File: config.mk
export PLATFORM = sky130hd
export DESIGN_NAME = residence_mon
export DESIGN_NICKNAME = d
export VERILOG_FILES = /design/src/rtl/rtm_pkg.sv /design/src/rtl/rtm_tag_fifo.sv /design/src/rtl/rtm_q_stats.sv /design/src/rtl/residence_mon.sv
export SDC_FILE = /design/constraint.sdc
export NUM_CORES = 1
export LEC_CHECK = 0
export BUFFER_PORTS_ARGS = -buffer_cell sky130_fd_sc_hd__clkbuf_2
export CORE_MARGIN = 2
export CORE_UTILIZATION = 63
export DETAILED_ROUTE_END_ITERATION = 8
export PLACE_DENSITY = 0.92
export SYNTH_ARGS = -nofsm -noshare
export SYNTH_HDL_FRONTEND = slang
export SYNTH_HIERARCHICAL = 1
export SYNTH_SLANG_ARGS = --single-unit
File: constraint.sdc
create_clock -name clk_i -period 6.4 [get_ports clk_i]
set_input_delay 0.64 -clock clk_i [delete_from_list [all_inputs] [get_ports clk_i]]
set_output_delay 0.64 -clock clk_i [all_outputs]
set_load 0.02 [all_outputs]
File: src/rtl/rtm_pkg.sv
package rtm_pkg;
  typedef enum logic [1:0] {
    TAP_MAC    = 2'd0,
    TAP_PCS    = 2'd1,
    TAP_PRE_Q  = 2'd2,
    TAP_POST_Q = 2'd3
  } tap_mode_e;
endpackage

File: src/rtl/rtm_tag_fifo.sv
// In-order timestamp tag store; DEPTH must be a power of two >= 2.
module rtm_tag_fifo #(
  parameter int W     = 16,
  parameter int DEPTH = 4
) (
  input  logic         clk_i,
  input  logic         rst_ni,
  input  logic         push_i,
  input  logic         pop_i,
  input  logic [W-1:0] data_i,
  output logic [W-1:0] head_o,
  output logic         empty_o,
  output logic         full_o
);
  localparam int PW = $clog2(DEPTH);
  localparam int CW = PW + 1;

  logic [W-1:0]  mem_q [DEPTH];
  logic [PW-1:0] wr_q, rd_q;
  logic [CW-1:0] cnt_q;

  always_ff @(posedge clk_i) begin
    if (push_i) mem_q[wr_q] <= data_i;
  end

  always_ff @(posedge clk_i or negedge rst_ni) begin
    if (!rst_ni) begin
      wr_q  <= '0;
      rd_q  <= '0;
      cnt_q <= '0;
    end else begin
      if (push_i) wr_q <= wr_q + 1'b1;
      if (pop_i)  rd_q <= rd_q + 1'b1;
      case ({push_i, pop_i})
        2'b10:   cnt_q <= cnt_q + 1'b1;
        2'b01:   cnt_q <= cnt_q - 1'b1;
        default: cnt_q <= cnt_q;
      endcase
    end
  end

  assign head_o  = mem_q[rd_q];
  assign empty_o = (cnt_q == '0);
  assign full_o  = (cnt_q == CW'(DEPTH));
endmodule

File: src/rtl/rtm_q_stats.sv
module rtm_q_stats #(
  parameter int TS_W    = 16,
  parameter int DEPTH_W = 8,
  parameter int CNT_W   = 4
) (
  input  logic               clk_i,
  input  logic               rst_ni,
  input  logic               clear_i,
  input  logic               smp_vld_i,
  input  logic [TS_W-1:0]    smp_i,
  input  logic [DEPTH_W-1:0] depth_i,
  input  logic               drop_i,
  input  logic               ovf_evt_i,
  output logic [TS_W-1:0]    min_o,
  output logic [TS_W-1:0]    max_o,
  output logic [DEPTH_W-1:0] wm_o,
  output logic [CNT_W-1:0]   drops_o,
  output logic [CNT_W-1:0]   cnt_o,
  output logic               ovf_o
);
  localparam logic [CNT_W-1:0] CNT_SAT = '1;

  always_ff @(posedge clk_i or negedge rst_ni) begin
    if (!rst_ni) begin
      min_o   <= '1;
      max_o   <= '0;
      wm_o    <= '0;
      drops_o <= '0;
      cnt_o   <= '0;
      ovf_o   <= 1'b0;
    end else if (clear_i) begin
      min_o   <= '1;
      max_o   <= '0;
      wm_o    <= '0;
      drops_o <= '0;
      cnt_o   <= '0;
      ovf_o   <= 1'b0;
    end else begin
      if (smp_vld_i) begin
        if (smp_i < min_o) min_o <= smp_i;
        if (smp_i > max_o) max_o <= smp_i;
        if (cnt_o != CNT_SAT) cnt_o <= cnt_o + 1'b1;
      end
      if (depth_i > wm_o) wm_o <= depth_i;
      if (drop_i && drops_o != CNT_SAT) drops_o <= drops_o + 1'b1;
      if (ovf_evt_i) ovf_o <= 1'b1;
    end
  end
endmodule

File: src/rtl/residence_mon.sv
module residence_mon #(
  parameter int                 NUM_Q     = 4,
  parameter int                 TS_W      = 16,
  parameter int                 TAG_DEPTH = 4,
  parameter int                 DEPTH_W   = 8,
  parameter int                 CNT_W     = 4,
  parameter rtm_pkg::tap_mode_e TAP_MODE  = rtm_pkg::TAP_MAC,
  localparam int                QW        = $clog2(NUM_Q)
) (
  input  logic                     clk_i,
  input  logic                     rst_ni,
  input  logic                     ing_valid_i,
  input  logic [QW-1:0]            ing_queue_i,
  input  logic [TS_W-1:0]          ing_ts_i,
  input  logic                     egr_valid_i,
  input  logic [QW-1:0]            egr_queue_i,
  input  logic [TS_W-1:0]          egr_ts_i,
  input  logic [NUM_Q*DEPTH_W-1:0] depth_i,
  input  logic [NUM_Q-1:0]         drop_i,
  input  logic                     clear_i,
  input  logic [QW-1:0]            rd_queue_i,
  output logic [TS_W-1:0]          rd_min_o,
  output logic [TS_W-1:0]          rd_max_o,
  output logic [TS_W-1:0]          rd_jitter_o,
  output logic [DEPTH_W-1:0]       rd_wmark_o,
  output logic [CNT_W-1:0]         rd_drops_o,
  output logic [CNT_W-1:0]         rd_count_o,
  output logic [NUM_Q-1:0]         ovf_o,
  output logic [1:0]               tap_mode_o
);
  logic [NUM_Q-1:0][TS_W-1:0]    min_a, max_a;
  logic [NUM_Q-1:0][DEPTH_W-1:0] wm_a;
  logic [NUM_Q-1:0][CNT_W-1:0]   drp_a, cnt_a;

  for (genvar g = 0; g < NUM_Q; g++) begin : g_q
    logic            ing_hit, egr_hit, empty, full, push, pop, ovf_evt;
    logic [TS_W-1:0] head, smp;

    assign ing_hit = ing_valid_i && (ing_queue_i == QW'(g));
    assign egr_hit = egr_valid_i && (egr_queue_i == QW'(g));
    assign pop     = egr_hit && !empty;
    // a same-cycle pop frees a slot for the push
    assign push    = ing_hit && (!full || pop);
    assign ovf_evt = ing_hit && full && !pop;
    assign smp     = egr_ts_i - head;

    rtm_tag_fifo #(.W(TS_W), .DEPTH(TAG_DEPTH)) u_fifo (
      .clk_i   (clk_i),
      .rst_ni  (rst_ni),
      .push_i  (push),
      .pop_i   (pop),
      .data_i  (ing_ts_i),
      .head_o  (head),
      .empty_o (empty),
      .full_o  (full)
    );

    rtm_q_stats #(.TS_W(TS_W), .DEPTH_W(DEPTH_W), .CNT_W(CNT_W)) u_stats (
      .clk_i     (clk_i),
      .rst_ni    (rst_ni),
      .clear_i   (clear_i),
      .smp_vld_i (pop),
      .smp_i     (smp),
      .depth_i   (depth_i[g*DEPTH_W +: DEPTH_W]),
      .drop_i    (drop_i[g]),
      .ovf_evt_i (ovf_evt),
      .min_o     (min_a[g]),
      .max_o     (max_a[g]),
      .wm_o      (wm_a[g]),
      .drops_o   (drp_a[g]),
      .cnt_o     (cnt_a[g]),
      .ovf_o     (ovf_o[g])
    );
  end

  always_comb begin
    rd_min_o    = min_a[rd_queue_i];
    rd_max_o    = max_a[rd_queue_i];
    rd_wmark_o  = wm_a[rd_queue_i];
    rd_drops_o  = drp_a[rd_queue_i];
    rd_count_o  = cnt_a[rd_queue_i];
    rd_jitter_o = (cnt_a[rd_queue_i] != '0) ? (max_a[rd_queue_i] - min_a[rd_queue_i]) : '0;
  end

  assign tap_mode_o = TAP_MODE;
endmodule

==> results by group <==
Placement
  • Port bufs: 146
  • Post-DP HPWL: 56,800 um
  • Placed Area: 30,500 um^2
  • GPL Wtd Cong: 1.01

Power and ir drop
  • Max VDD drop: 0.000274 V
  • Lkg Pwr: 13.8 nW
  • Cell Pwr Density: 451 nW/um^2

Critical path
  • Flop-to-flop setup slack: 0.69 ns
  • Setup CP Type: reg -> reg
  • Worst-path cell chain: mux4_1 > inv_1 > ha_1 > nor2b_4 > o31a_1 > or4_1 > a21o_1 > a31oi_4 > o21a_1 > xnor2_1 > ha_1 > nand4_4 > nor4_1 > o21ai_1 > a41oi_2 > o22ai_1
  • Crit start category: flip-flop
  • Worst Setup SP: g_q[3].u_fifo/rd_q[0]
  • FF-to-FF End: g_q[3].u_stats/max_o[2]
  • CP Data Arrival Time: 6.16 ns
  • Crit path capture: g_q[3].u_stats/max_o[2]
  • Worst-path maximum fanout: 15
  • Reg2reg start: g_q[3].u_fifo/rd_q[0]
  • Critical path capture point type: flip-flop
  • Crit-path max cell delay: 0.91 ns
  • Family with the most delay on the worst path: compound AO/OA/AOI/OAI gates
  • Crit path top cell by count: ha_1
  • Crit-path slowest cell: a41oi_2
  • Bufs and invs on worst path: 1
  • Path length in cells of the critical path: 16
  • Worst path required time: 6.85 ns
  • R2R depth: 16

Finish
  • # fillers: 3,112
  • Share of cells above drive strength 1: 16.5%
  • Area grow syn2layout: 9.62%
  • Finished Cell Area: 32,100 um^2
  • Final nets: 3,003
  • Layout Utilization: 69.4%

Clock tree
  • TritonCTS clock tree: yes
  • Post-CTS setup buffers: 0
  • Root buf cell: clkbuf_16
  • Cts hold-fix bufs: 0
  • Clock transition at path regs: 0.06 ns
  • Deepest clock path buffer count: 3
  • Clock Sinks: 480
  • TritonCTS buffer count: 49
  • Later-pin clock latency in the skew report: 0.64 ns
  • H-tree levels: 2
  • PostCTS Resize Cnt: 0

Yosys
  • Synth area leader: edfxtp_1
  • Most common cell in the netlist: inv_1
  • Synth top area share: 26.2%
  • Unique masters post-synth: 84
  • Synth Warn #: 6
  • Post-synth EDFFs: 256
  • Syn_area_per_cell: 11.6 um^2
  • Mapped cell area: 29,300 um^2
  • Seq/Total Area, Yosys: 45.7%
  • Cell count after synthesis: 2,516
  • Most common library cells after synthesis: inv_1 (292), ha_1 (260), edfxtp_1 (256), nor2_1 (197), dfrtp_1 (160)
  • Async set-reset flop share out of synthesis: 46.7%
  • Top FF cell, synth: edfxtp_1
  • Ranking of synthesized cells by area: edfxtp_1 (26%), dfrtp_1 (14%), ha_1 (11%)
  • Synthesized flop and latch total: 480

Floorplan
  • Die Ht: 220 um
  • FP Rows: 79
  • Core Region: 46,300 um^2
  • IO Count: 149
  • Initial Util: 63.3%
  • Die Area: 48,200 um^2
  • Die Width: 220 um

Route
  • Antenna violation net count after detailed routing: 0
  • Drt first pass iters: 8
  • DRT Wirelength: 78,400 um
  • Vias post-DR: 21,189
  • Via/cell ratio: 6.42
  • Detailed-route DRC error count: 0
  • Wire length per cell: 23.7 um
  • DRT iter0 DRCs: 2,295

Timing
  • Fin. max-slew vios: 0
  • Clock skew: 0.0426 ns
  • Crit share post-route: 89.2%
  • RSZ-0062 raised after global routing: false
  • Fmax: 0.175 GHz
  • Worst-Margin Slew: 1.17 ns
  • WHS: 0.136 ns
  • Tmin final: 5.71 ns
  • Relative slew slack: 22.0%
  • Setup TNS: 0 ns
  • Final hold vios: 0
  • Final setup fails: 0

GRT
  • First-pass GRT wire length: 120,000 um
  • Pin count of the biggest net entering global routing: 120
  • Initial antenna violation count: 1
  • Overall Global Routing Usage: 32.8%
  • GRT overflow: 0
  • Vias in the first global route: 21,216

Hold path
  • Min-delay worst type: in -> async

Run status
  • Status: completed

Job
  • MaxCap Viol Count: 0
[layout by cell type (no fill, tap or decap), drive strengths merged, types with 6 or more instances in the layout]
master	netlist	final
dfrtp	160	160
a31oi	6	6
nand3b	6	6
mux4	112	112
a21o	45	45
o21ai	73	73
a21oi	134	134
o31ai	6	6
o211ai	42	42
o22ai	15	15
nor2b	24	24
inv	292	295
xnor2	60	60
clkbuf	41	210
dfstp	64	64
fa	9	9
o21bai	6	6
and4	7	7
xor2	44	44
and3	10	10
clkinv	0	17
a211oi	17	17
o31a	6	6
and2	22	22
nand3	85	85
nand4	26	26
o211a	6	6
nand2b	108	108
nor2	197	197
edfxtp	256	256
nor3	33	33
mux2i	106	106
nand2	102	102
o21a	23	23
buf	41	26
a2111oi	6	6
ha	260	260
[cell type report]
type,count,area (um^2),area share (%)
multi-input cells,1663,14300,44.6
flip-flops and latches,480,13400,41.6
clock buffers,67,1390,4.31
inverters,292,1100,3.41
repair buffers,169,935,2.91
well taps,607,759,2.37
clock inverters,24,224,0.697
diodes,1,2.50,0.00779
[worst min-delay path by stage]
stage / startpoint / endpoint / slack (ns) / cells after the start
6_report: rst_ni / g_q[1].u_stats/wm_o[2] / 0.14 / 1
5_1_grt: rst_ni / g_q[0].u_stats/wm_o[2] / 0.20 / 1
3_3_place_gp: g_q[3].u_fifo/cnt_q[2] / g_q[3].u_fifo/cnt_q[2] / 0.47 / 1
3_5_place_dp: g_q[0].u_fifo/cnt_q[2] / g_q[0].u_fifo/cnt_q[2] / 0.48 / 1
2_1_floorplan: rst_ni / g_q[0].u_fifo/cnt_q[0] / 0.34 / 0
4_1_cts: rst_ni / g_q[1].u_stats/wm_o[2] / 0.16 / 1
[per-layer routing]
metal  wire length [um]  global-route usage [%]  vias to the layer above  share of wire, %
met3               6170                    5.45                      271               7.9
met2              37100                    53.2                     1065                47
li1                   -                       -                     9407                 -
met1              30100                    42.1                    10444                38
met5                 13                       0                        -             0.017
met4               5030                    18.8                        2               6.4
[flip-flops by register name (all words and copies together) (netlist names)]
| signal | flops |
|---|---|
| g_q.u_fifo/cnt_q | 12 |
| g_q.u_fifo/mem_q | 256 |
| g_q.u_fifo/rd_q | 8 |
| g_q.u_fifo/wr_q | 8 |
| g_q.u_stats/cnt_o | 16 |
| g_q.u_stats/drops_o | 16 |
| g_q.u_stats/max_o | 64 |
| g_q.u_stats/min_o | 64 |
| g_q.u_stats/ovf_o | 4 |
| g_q.u_stats/wm_o | 32 |
[where the power goes]
| group | leakage, nW | internal (mW) | switching [mW] | total [mW] |
|---|---|---|---|---|
| Combinational | 7.86 | 2.90 | 4.58 | 7.48 |
| Clock | 0.797 | 1.61 | 1.24 | 2.85 |
| Sequential | 5.13 | 3.70 | 0.460 | 4.16 |
| Total | 13.8 | 8.21 | 6.28 | 14.5 |
[stage by stage]
stage,total power [mW],setup WS (ns),instances
6_report,14.5,0.690,3303
5_1_grt,15.3,0.295,3302
4_1_cts,14.3,0.754,3302
3_5_place_dp,11.4,0.827,3211
3_3_place_gp,10.9,0.968,3211
2_1_floorplan,9.33,1.80,2517
[logic make-up after synthesis]
family / after synthesis / synth area share [%]
adders and majority gates: 269 / 11.7
buffers and inverters: 374 / 5.51
and+or+nand+nor: 654 / 11.4
AOI/OAI and AO/OA: 415 / 9.89
xor gates and xnor gates: 104 / 3.11
DFF: 480 / 45.7
muxes: 219 / 12.7
other: 1 / 0.0128
No activity file was read; power rests on OpenSTA's default activity.
